File: config.mk
export PLATFORM = sky130hd
export DESIGN_NAME = spidma_engine
export DESIGN_NICKNAME = d
export VERILOG_FILES = /design/src/rtl/spidma_pkg.sv /design/src/rtl/spidma_regs.sv /design/src/rtl/spidma_seq.sv /design/src/rtl/spidma_csel.sv /design/src/rtl/spidma_engine.sv
export SDC_FILE = /design/constraint.sdc
export NUM_CORES = 1
export LEC_CHECK = 0
export BUFFER_PORTS_ARGS = -buffer_cell sky130_fd_sc_hd__buf_2
export CAP_MARGIN = 15
export CORE_MARGIN = 10
export CORE_UTILIZATION = 45
export CTS_BUF_LIST = sky130_fd_sc_hd__clkbuf_8
export DETAILED_ROUTE_END_ITERATION = 8
export PLACE_DENSITY_LB_ADDON = 0.12
export RECOVER_POWER = 25
export SYNTH_ARGS = -nofsm -noshare
export SYNTH_HDL_FRONTEND = slang
export SYNTH_HIERARCHICAL = 1
export SYNTH_SLANG_ARGS = --single-unit
File: constraint.sdc
create_clock -name clk -period 3.75 [get_ports clk]
set_clock_uncertainty 0.1 [all_clocks]
set_input_delay 0.9375 -clock clk [delete_from_list [all_inputs] [get_ports clk]]
set_output_delay 0.9375 -clock clk [all_outputs]
set_load 0.01 [all_outputs]
File: src/rtl/spidma_pkg.sv
`timescale 1ns/1ps
package spidma_pkg;

    localparam int ADDR_W   = 16;
    localparam int DATA_W   = 8;
    localparam int LEN_W    = 8;
    localparam int CS_LINES = 4;
    localparam int SEL_W    = $clog2(CS_LINES);
    localparam int RA_W     = 4;

    // register offsets
    localparam logic [RA_W-1:0] RA_CTRL   = 4'd0;
    localparam logic [RA_W-1:0] RA_LEN    = 4'd1;
    localparam logic [RA_W-1:0] RA_PROG   = 4'd2;
    localparam logic [RA_W-1:0] RA_SRC_HI = 4'd3;
    localparam logic [RA_W-1:0] RA_SRC_LO = 4'd4;
    localparam logic [RA_W-1:0] RA_DST_HI = 4'd5;
    localparam logic [RA_W-1:0] RA_DST_LO = 4'd6;
    localparam logic [RA_W-1:0] RA_CSCFG  = 4'd7;

    // bit positions
    localparam int CTRL_START_BIT = 0;
    localparam int CTRL_DONE_BIT  = 1;
    localparam int CTRL_BUSY_BIT  = 2;
    localparam int CSCFG_AUTO_BIT = 2;

    typedef enum logic [2:0] {
        ST_IDLE  = 3'd0,
        ST_FETCH = 3'd1,
        ST_LOAD  = 3'd2,
        ST_SEND  = 3'd3,
        ST_WAIT  = 3'd4,
        ST_STORE = 3'd5
    } seq_state_e;

    typedef struct packed {
        logic [LEN_W-1:0]  len;
        logic [ADDR_W-1:0] src;
        logic [ADDR_W-1:0] dst;
        logic              auto_cs;
        logic [SEL_W-1:0]  sel;
    } cfg_t;

    typedef struct packed {
        seq_state_e        state;
        logic [ADDR_W-1:0] src_ptr;
        logic [ADDR_W-1:0] dst_ptr;
        logic [LEN_W-1:0]  cnt;
        logic [DATA_W-1:0] tx;
        logic [DATA_W-1:0] rx;
        logic              done;
    } seq_t;

endpackage

File: src/rtl/spidma_regs.sv
`timescale 1ns/1ps
module spidma_regs
    import spidma_pkg::*;
#(
    parameter int P_ADDR_W = ADDR_W,
    parameter int P_DATA_W = DATA_W,
    parameter int P_RA_W   = RA_W
) (
    input  logic                clk,
    input  logic                rst_n,
    input  logic                we,
    input  logic [P_RA_W-1:0]   addr,
    input  logic [P_DATA_W-1:0] wdata,
    output logic [P_DATA_W-1:0] rdata,
    input  logic                busy,
    input  logic                done,
    input  logic [LEN_W-1:0]    progress,
    output cfg_t                cfg,
    output logic                start_pulse,
    output logic                done_clr
);

    localparam int HI_LSB = P_ADDR_W - P_DATA_W;

    cfg_t cfg_d, cfg_q;

    always_comb begin
        cfg_d = cfg_q;
        if (we && !busy) begin
            case (addr)
                RA_LEN:    cfg_d.len = wdata[LEN_W-1:0];
                RA_SRC_HI: cfg_d.src[P_ADDR_W-1:HI_LSB] = wdata;
                RA_SRC_LO: cfg_d.src[P_DATA_W-1:0] = wdata;
                RA_DST_HI: cfg_d.dst[P_ADDR_W-1:HI_LSB] = wdata;
                RA_DST_LO: cfg_d.dst[P_DATA_W-1:0] = wdata;
                RA_CSCFG: begin
                    cfg_d.sel     = wdata[SEL_W-1:0];
                    cfg_d.auto_cs = wdata[CSCFG_AUTO_BIT];
                end
                default: ;
            endcase
        end
    end

    always_ff @(posedge clk) begin
        if (!rst_n) cfg_q <= '0;
        else        cfg_q <= cfg_d;
    end

    assign cfg         = cfg_q;
    assign start_pulse = we && (addr == RA_CTRL) && wdata[CTRL_START_BIT] && !busy;
    assign done_clr    = we && (addr == RA_CTRL) && wdata[CTRL_DONE_BIT];

    always_comb begin
        rdata = '0;
        case (addr)
            RA_CTRL: begin
                rdata[CTRL_DONE_BIT] = done;
                rdata[CTRL_BUSY_BIT] = busy;
            end
            RA_LEN:    rdata[LEN_W-1:0] = cfg_q.len;
            RA_PROG:   rdata[LEN_W-1:0] = progress;
            RA_SRC_HI: rdata = cfg_q.src[P_ADDR_W-1:HI_LSB];
            RA_SRC_LO: rdata = cfg_q.src[P_DATA_W-1:0];
            RA_DST_HI: rdata = cfg_q.dst[P_ADDR_W-1:HI_LSB];
            RA_DST_LO: rdata = cfg_q.dst[P_DATA_W-1:0];
            RA_CSCFG: begin
                rdata[SEL_W-1:0]      = cfg_q.sel;
                rdata[CSCFG_AUTO_BIT] = cfg_q.auto_cs;
            end
            default: rdata = '0;
        endcase
    end

    // configuration stays put for the whole transfer
    a_r10_cfg_frozen: assert property (@(posedge clk) disable iff (!rst_n)
        (busy && $past(busy)) |-> (cfg_q == $past(cfg_q)));

endmodule

File: src/rtl/spidma_seq.sv
`timescale 1ns/1ps
module spidma_seq
    import spidma_pkg::*;
#(
    parameter int P_ADDR_W = ADDR_W,
    parameter int P_DATA_W = DATA_W,
    parameter int P_LEN_W  = LEN_W
) (
    input  logic                clk,
    input  logic                rst_n,
    input  logic                start,
    input  logic                done_clr,
    input  logic [P_LEN_W-1:0]  len,
    input  logic [P_ADDR_W-1:0] src_base,
    input  logic [P_ADDR_W-1:0] dst_base,
    output logic                mem_rd_en,
    output logic                mem_wr_en,
    output logic [P_ADDR_W-1:0] mem_addr,
    output logic [P_DATA_W-1:0] mem_wdata,
    input  logic [P_DATA_W-1:0] mem_rdata,
    output logic                spi_start,
    output logic [P_DATA_W-1:0] spi_tx,
    input  logic                spi_busy,
    input  logic                spi_done,
    input  logic [P_DATA_W-1:0] spi_rx,
    output logic                busy,
    output logic                done,
    output logic [P_LEN_W-1:0]  progress
);

    seq_t s_d, s_q;
    logic last_byte;

    assign last_byte = (s_q.cnt == len);

    always_comb begin
        s_d       = s_q;
        mem_rd_en = 1'b0;
        mem_wr_en = 1'b0;
        spi_start = 1'b0;
        if (done_clr) s_d.done = 1'b0;
        case (s_q.state)
            ST_IDLE: begin
                if (start) begin
                    s_d.state   = ST_FETCH;
                    s_d.src_ptr = src_base;
                    s_d.dst_ptr = dst_base;
                    s_d.cnt     = '0;
                end
            end
            ST_FETCH: begin
                mem_rd_en = 1'b1;
                s_d.state = ST_LOAD;
            end
            ST_LOAD: begin
                s_d.tx    = mem_rdata;
                s_d.state = ST_SEND;
            end
            ST_SEND: begin
                if (!spi_busy) begin
                    spi_start = 1'b1;
                    s_d.state = ST_WAIT;
                end
            end
            ST_WAIT: begin
                if (spi_done) begin
                    s_d.rx    = spi_rx;
                    s_d.state = ST_STORE;
                end
            end
            ST_STORE: begin
                mem_wr_en   = 1'b1;
                s_d.cnt     = s_q.cnt + 1'b1;
                s_d.src_ptr = s_q.src_ptr + 1'b1;
                s_d.dst_ptr = s_q.dst_ptr + 1'b1;
                if (last_byte) begin
                    s_d.state = ST_IDLE;
                    s_d.done  = 1'b1;
                end else begin
                    s_d.state = ST_FETCH;
                end
            end
            default: s_d.state = ST_IDLE;
        endcase
    end

    always_ff @(posedge clk) begin
        if (!rst_n) s_q <= '0;
        else        s_q <= s_d;
    end

    assign mem_addr  = (s_q.state == ST_STORE) ? s_q.dst_ptr : s_q.src_ptr;
    assign mem_wdata = s_q.rx;
    assign spi_tx    = s_q.tx;
    assign busy      = (s_q.state != ST_IDLE);
    assign done      = s_q.done;
    assign progress  = s_q.cnt;

    // a write always follows a finished exchange
    a_r5_write_after_done: assert property (@(posedge clk) disable iff (!rst_n)
        mem_wr_en |-> $past(spi_done));

    // a read follows either the previous write or the idle start
    a_r5_read_after_write: assert property (@(posedge clk) disable iff (!rst_n)
        mem_rd_en |-> ($past(mem_wr_en) || !$past(busy)));

    // progress moves by at most one per cycle during a transfer
    a_r2_progress_step: assert property (@(posedge clk) disable iff (!rst_n)
        (busy && $past(busy)) |->
            ((s_q.cnt == $past(s_q.cnt)) || (s_q.cnt == $past(s_q.cnt) + 1'b1)));

    // the transfer ends with N+1 bytes counted
    a_r1_final_count: assert property (@(posedge clk) disable iff (!rst_n)
        $fell(busy) |-> (s_q.cnt == P_LEN_W'(len + 1'b1)));

    // done rises only together with leaving busy
    a_r9_done_idle: assert property (@(posedge clk) disable iff (!rst_n)
        $rose(done) |-> !busy);

endmodule

File: src/rtl/spidma_csel.sv
`timescale 1ns/1ps
module spidma_csel
    import spidma_pkg::*;
#(
    parameter int P_LINES = CS_LINES,
    parameter int P_SEL_W = SEL_W
) (
    input  logic               clk,
    input  logic               rst_n,
    input  logic               busy,
    input  logic               auto_en,
    input  logic [P_SEL_W-1:0] sel,
    input  logic [P_LINES-1:0] cs_sw,
    output logic [P_LINES-1:0] cs_n
);

    logic take_over;
    assign take_over = busy && auto_en;

    for (genvar i = 0; i < P_LINES; i++) begin : g_line
        assign cs_n[i] = (take_over && (sel == P_SEL_W'(i))) ? 1'b0 : cs_sw[i];
    end

    // no takeover means software levels pass straight through
    a_r6_passthrough: assert property (@(posedge clk) disable iff (!rst_n)
        !take_over |-> (cs_n == cs_sw));

    // at most one line differs from software during a takeover
    a_r7_single_line: assert property (@(posedge clk) disable iff (!rst_n)
        take_over |-> ($onehot0(cs_n ^ cs_sw) && ($countones(cs_n) <= $countones(cs_sw))));

endmodule

File: src/rtl/spidma_engine.sv
`timescale 1ns/1ps
module spidma_engine
    import spidma_pkg::*;
(
    input  logic              clk,
    input  logic              rst_n,
    input  logic              reg_we,
    input  logic [RA_W-1:0]   reg_addr,
    input  logic [DATA_W-1:0] reg_wdata,
    output logic [DATA_W-1:0] reg_rdata,
    output logic              mem_rd_en,
    output logic              mem_wr_en,
    output logic [ADDR_W-1:0] mem_addr,
    output logic [DATA_W-1:0] mem_wdata,
    input  logic [DATA_W-1:0] mem_rdata,
    output logic              spi_start,
    output logic [DATA_W-1:0] spi_tx,
    input  logic              spi_busy,
    input  logic              spi_done,
    input  logic [DATA_W-1:0] spi_rx,
    input  logic [CS_LINES-1:0] cs_sw,
    output logic [CS_LINES-1:0] cs_n,
    output logic              xfer_done
);

    cfg_t             cfg;
    logic             start_pulse;
    logic             done_clr;
    logic             busy;
    logic             done;
    logic [LEN_W-1:0] progress;

    spidma_regs u_regs (
        .clk         (clk),
        .rst_n       (rst_n),
        .we          (reg_we),
        .addr        (reg_addr),
        .wdata       (reg_wdata),
        .rdata       (reg_rdata),
        .busy        (busy),
        .done        (done),
        .progress    (progress),
        .cfg         (cfg),
        .start_pulse (start_pulse),
        .done_clr    (done_clr)
    );

    spidma_seq u_seq (
        .clk       (clk),
        .rst_n     (rst_n),
        .start     (start_pulse),
        .done_clr  (done_clr),
        .len       (cfg.len),
        .src_base  (cfg.src),
        .dst_base  (cfg.dst),
        .mem_rd_en (mem_rd_en),
        .mem_wr_en (mem_wr_en),
        .mem_addr  (mem_addr),
        .mem_wdata (mem_wdata),
        .mem_rdata (mem_rdata),
        .spi_start (spi_start),
        .spi_tx    (spi_tx),
        .spi_busy  (spi_busy),
        .spi_done  (spi_done),
        .spi_rx    (spi_rx),
        .busy      (busy),
        .done      (done),
        .progress  (progress)
    );

    spidma_csel u_csel (
        .clk     (clk),
        .rst_n   (rst_n),
        .busy    (busy),
        .auto_en (cfg.auto_cs),
        .sel     (cfg.sel),
        .cs_sw   (cs_sw),
        .cs_n    (cs_n)
    );

    assign xfer_done = done;

    // no strobes while idle
    a_r11_quiet_idle: assert property (@(posedge clk) disable iff (!rst_n)
        !busy |-> (!mem_rd_en && !mem_wr_en && !spi_start));

endmodule

Word-level counts from Yosys, hierarchy flattened
Cells that the tools add are included.
Cells by class
  add/sub/neg operators: 3
  eq/ne operators: 19
  muxes and demuxes: 21
  reduce and logical (&&, ||, !) cells: 25
Operators with widths (number)
  case mux 40 bit (2 select lines): 1
  two-way mux 43 bit: 1
  adder 16 x 1 -> 16 bit (second input constant): 2
  case mux 5 bit (6 select lines): 1
  case mux 3 bit (6 select lines): 1
  == test 4 x 3 -> 1 bit (second input constant): 4
  two-way mux 16 bit: 1
  case mux 2 bit (8 select lines): 1
  AND reduction 2 bit: 8
  two-way mux 1 bit: 12
  logical AND 1 bit: 10
  adder 8 x 1 -> 8 bit (second input constant): 1
  == test 4 x 2 -> 1 bit (second input constant): 2
  == test 8 bit: 1
  case mux 1 bit (7 select lines): 1
  == test 3 x 2 -> 1 bit (second input constant): 2
  == test 3 bit (second input constant): 2
  two-way mux 3 bit: 2
  inequality test 2 bit (second input constant): 3
  == test 2 bit (second input constant): 2
  == test 4 x 1 -> 1 bit (second input constant): 1
  zero test 4 bit: 1
  == test 3 x 1 -> 1 bit (second input constant): 1
  zero test 3 bit: 1
  6 further kinds: 6
Storage, ports and cells
  flip-flop bits (word level): 103
  input bits: 37
  output and inout port bits: 48
  logic and storage cells: 82

Depth between registers and ports, before layout
  word-level depth: 6
  depth in mapped cells: 11
  depth with buffers taken out: 7

By module
Netlist, hierarchy kept.
By module, submodules not included
  spidma_seq: instances 1, cells an instance 457, area an instance 3534.6 µm², sequential area each 1201.2 µm²
  spidma_regs: instances 1, cells an instance 283, area an instance 2419.8 µm², sequential area each 860.8 µm²
  spidma_csel: instances 1, cells an instance 7, area an instance 46.3 µm², sequential area each 0.0 µm²

Least setup slack after synthesis
OpenSTA, ideal clock, no wires.
  path kind: input to register
  start: input reg_addr[2]
  end: register u_seq/s_q[35] (netlist name)
  setup time: 0.129 ns
  arrival: 2.976 ns
  data required time: 3.521 ns
  slack: 0.545 ns
  stages on the path: 10
  path buffers: 4
  cells stage by stage: buf_6 > clkbuf_1 > nor2_1 > nand3_1 > nor3b_1 > or4b_2 > clkbuf_1 > buf_2 > o2111ai_1 > o41ai_2
On the way
  word-level cells in the longest chain between the ends: 6
Ends and longest elaborated chain
  start: declaration: line spidma_engine.sv:8  | input logic [RA_W-1:0] reg_addr,
  zero test 4 bit: line spidma_regs.sv:51  | assign start_pulse = we && (addr == RA_CTRL) && wdata[CTRL_START_BIT] && !busy;
  logical AND 1 bit (3 in series): line spidma_regs.sv:51
  net start_pulse: line spidma_engine.sv:27  | logic start_pulse;
  inequality test 2 bit (no line)
  AND reduction 2 bit (no line)
  end signal: assignment: line spidma_seq.sv:88  | if (!rst_n) s_q <= '0;
  end signal: assignment: line spidma_seq.sv:89  | else s_q <= s_d;
  end: declaration: line spidma_seq.sv:31  | seq_t s_d, s_q;
The timed path passes the listed nets, and every way through them passes these cells.
A chain may end at the register's enable or synchronous reset.

Final worst setup path
  start: input reg_addr[0]
  end: output reg_rdata[3]
On the way
  word-level cells in the longest chain between the ends: 2
  elaborated cells on any way between the ends: 7
  those cells by class: eq/ne (6); mux (1)
Ends and longest elaborated chain
  == test 4 x 3 -> 1 bit, or another cell as far along: line spidma_regs.sv:56  | case (addr)
  case mux 5 bit (6 select lines) *: line spidma_regs.sv:56
  end: declaration: line spidma_engine.sv:10  | output logic [DATA_W-1:0] reg_rdata,
Every way passes the cells marked *; elsewhere a longest branch is shown, timed or not.

==> flow_summary.json <==
{
  "vias": 5917,
  "seq_area_um2": 2060,
  "ff2ff_path_depth": 7,
  "yosysSeqAreaShare_pct": 34.4,
  "critical_path_class": "input port to primary output",
  "hold_viol": 0,
  "finalCritPeriodShare_pct": 92.2,
  "required_ns": 2.71,
  "grt_usage_pct": 21.2,
  "switching_share_pct": 24.5,
  "grt_start_max_net_pins": 61,
  "hp-start": "u_regs/cfg[39]",
  "clock_latency_ns": 0.39,
  "multi_input_area_um2": 3450,
  "worstPathCellList": "buf_2 -> buf_4 -> nand2b_1 -> nor3_1 -> a311o_1 -> buf_2",
  "drt-total-wl_mm": 19.8,
  "fin_util_pct": 50.0,
  "initial_core_util_pct": 45.7,
  "postCtsSetupBuffers": 0,
  "fp.dieW_um": 135,
  "die_y_um": 135,
  "max_freq_mhz": 289,
  "final_cell_mix": "dfxtp_1 (103), nand2_1 (72), nand3_1 (70)",
  "postSynth.asyncResetShare_pct": 0,
  "synth_edf_count": 0,
  "crit_slowest_cell": "nand2b_1",
  "grt_pass1_wl_mm": 30.8,
  "worstReg2RegStart": "u_seq/s_q[58]",
  "wire_per_inst_um": 20.7,
  "p_clk_share_pct": 40.3,
  "synth_area_per_cell_um2": 8.03,
  "synth_seq_cells": 103,
  "dr.pass1.iters": 6,
  "gr-total-overflow": 0,
  "hold_end": "u_regs/cfg[39]",
  "setup-violations-final": 0,
  "globalplace.congestion": 0.923,
  "worst_pin_slew_ns": 1.12,
  "intPower_mw": 1.62,
  "diodes": 0,
  "worstPathMaxFanout": 18,
  "tritoncts": "done",
  "rr_endpoint": "u_seq/s_q[53]",
  "power_frac_seq_pct": 51.9,
  "fin_crit_ns": 3.46,
  "synthesis.nets": 787,
  "synth_area_um2": 6000,
  "reg2reg_slack_ns": 0.59,
  "rows": 42,
  "worstPathArrival_ns": 2.42,
  "routed_via_density": 6.19,
  "p_leak_nw": 2.42,
  "slew_headroom_pct": 25.4,
  "worst_hold_slack_ns": 0.398,
  "p_sw_mw": 0.525,
  "clock_path_buffers": 2,
  "antenna_found_initial": 0,
  "core-area_um2": 13100,
  "hold_depth": 2,
  "io_pins": 85,
  "design.die.area_um2": 18400,
  "cts_buffers": 9,
  "drcViolationCount": 0,
  "cts-root-buf": "clkbuf_8",
  "dp_hpwl_mm": 14.2,
  "setup_tns_ns": 0,
  "io_buffers": 84,
  "nFillCells": 1318,
  "powerDensity_nw_per_um2": 326,
  "peakVddDrop_uv": 160,
  "synthDistinctLibCells": 76,
  "placedCellCount": 941,
  "synthToLayoutAreaGrowth_pct": 9.53,
  "grt_pass1_vias": 5409,
  "hold_buffers": 0,
  "cts-resized-gates": 0,
  "final_common_cell": "dfxtp_1",
  "maxCapViolations": 0,
  "ant_nets": 0,
  "cpMostUsedCell": "buf_2",
  "h-tree-depth": 3,
  "combPwrFrac_pct": 7.8,
  "endpoint_kind": "primary output",
  "cp-start-kind": "input port",
  "status": "completed",
  "clkTransAtPathRegs_ns": 0.09,
  "synthCells": 747,
  "hold_path.class": "flip-flop to flip-flop",
  "ys_warn_count": 6,
  "cts_num_sinks": 103,
  "synth_ff_type": "dfxtp_1",
  "slew_violations": 0,
  "nets": 816,
  "rsz0062_at_grt": "no",
  "drtIter0Drc": 622,
  "max_stage_delay_ns": 0.34,
  "drive_above_1_share_pct": 16.0,
  "final_cells": 956
}
-- synthesized netlist by cell type (10+ instances only) --
library cell	n	share of area [%]
dfxtp_1	103	34
nand2_1	72	4.5
nand3_1	70	5.8
o21ai_0	62	5.2
nor2_1	45	2.8
clkbuf_1	30	1.9
a21boi_0	28	3.5
buf_4	28	3.5
a21oi_1	24	2.0
mux2i_1	21	3.5
buf_2	20	1.7
a21boi_1	15	1.9
a31oi_1	14	1.5
nand4_1	11	1.1
and3_1	10	1.0
mux2_2	10	1.9
nor3_1	10	0.83
-- worst max-delay path, delay by kind of cell --
kind	cells	cell delay, ns
simple gates	2	0.46
compound gates	1	0.33
buf+inv	3	0.69
-- metrics by stage --
stage	worst slack, ns	cell area, um^2	power [mW]
after detailed placement	0.309	6360	1.30
final	0.291	6570	2.14
after CTS	0.311	6610	2.16
after floorplan	0.545	6000	1.23
after global routing	0.196	6570	2.21
after global placement	0.360	6360	1.30
-- registers in the layout (all words and copies together), names as in the netlist --
register	count
u_regs/cfg	43
u_seq/s_q	35
u_seq/mem_wdata	8
u_seq/progress	8
u_seq/spi_tx	8
u_seq/done	1
-- worst max path at each step --
| stage | from | to | slack, ns |
|---|---|---|---|
| floorplan | reg_addr[2] | u_seq/s_q[35] | 0.54 |
| CTS | reg_addr[0] | reg_rdata[3] | 0.31 |
| detailed placement | reg_addr[3] | u_seq/s_q[53] | 0.31 |
| global route | reg_addr[0] | reg_rdata[3] | 0.20 |
| finish | reg_addr[0] | reg_rdata[3] | 0.29 |
| global placement | reg_addr[0] | reg_rdata[3] | 0.36 |
-- cell type report --
cell class	count	share of cell area [%]
timing repair buffer	106	8.59
clock buffer	10	2.09
tap	176	3.35
sequential	103	31.4
clock inverter	5	1.62
multi-input combinational	547	52.5
inverter	9	0.514
-- power by group through the flow --
stage	registers [mW]	clock network, mW	logic, mW
floorplan	1.13	0	0.103
global placement	1.14	0	0.165
detailed placement	1.14	0	0.167
CTS	1.11	0.878	0.168
global route	1.11	0.921	0.180
finish	1.11	0.864	0.168
-- kinds of logic (layout without fill, tap and decap cells) --
logic type / after synthesis / after routing / synth area share, %
flip-flops: 103 / 103 / 34.4
multiplexers: 33 / 33 / 6.13
buffers and inverters: 97 / 130 / 8.57
AND/OR/NAND/NOR: 290 / 290 / 25.5
XOR/XNOR: 9 / 9 / 1.31
AO/OA/AOI/OAI: 212 / 212 / 23.5
adder cells (fa/ha/maj): 3 / 3 / 0.626
-- metal layers --
layer / vias to the layer above / share of wire (%) / track usage, %
li1: 2776 / - / -
met1: 2849 / 45 / 28.8
met2: 263 / 46 / 33.2
met3: 29 / 7.7 / 4.45
met4: 0 / 1.7 / 6.16
met5: - / 0 / 0
No activity file was read; power rests on OpenSTA's default activity.
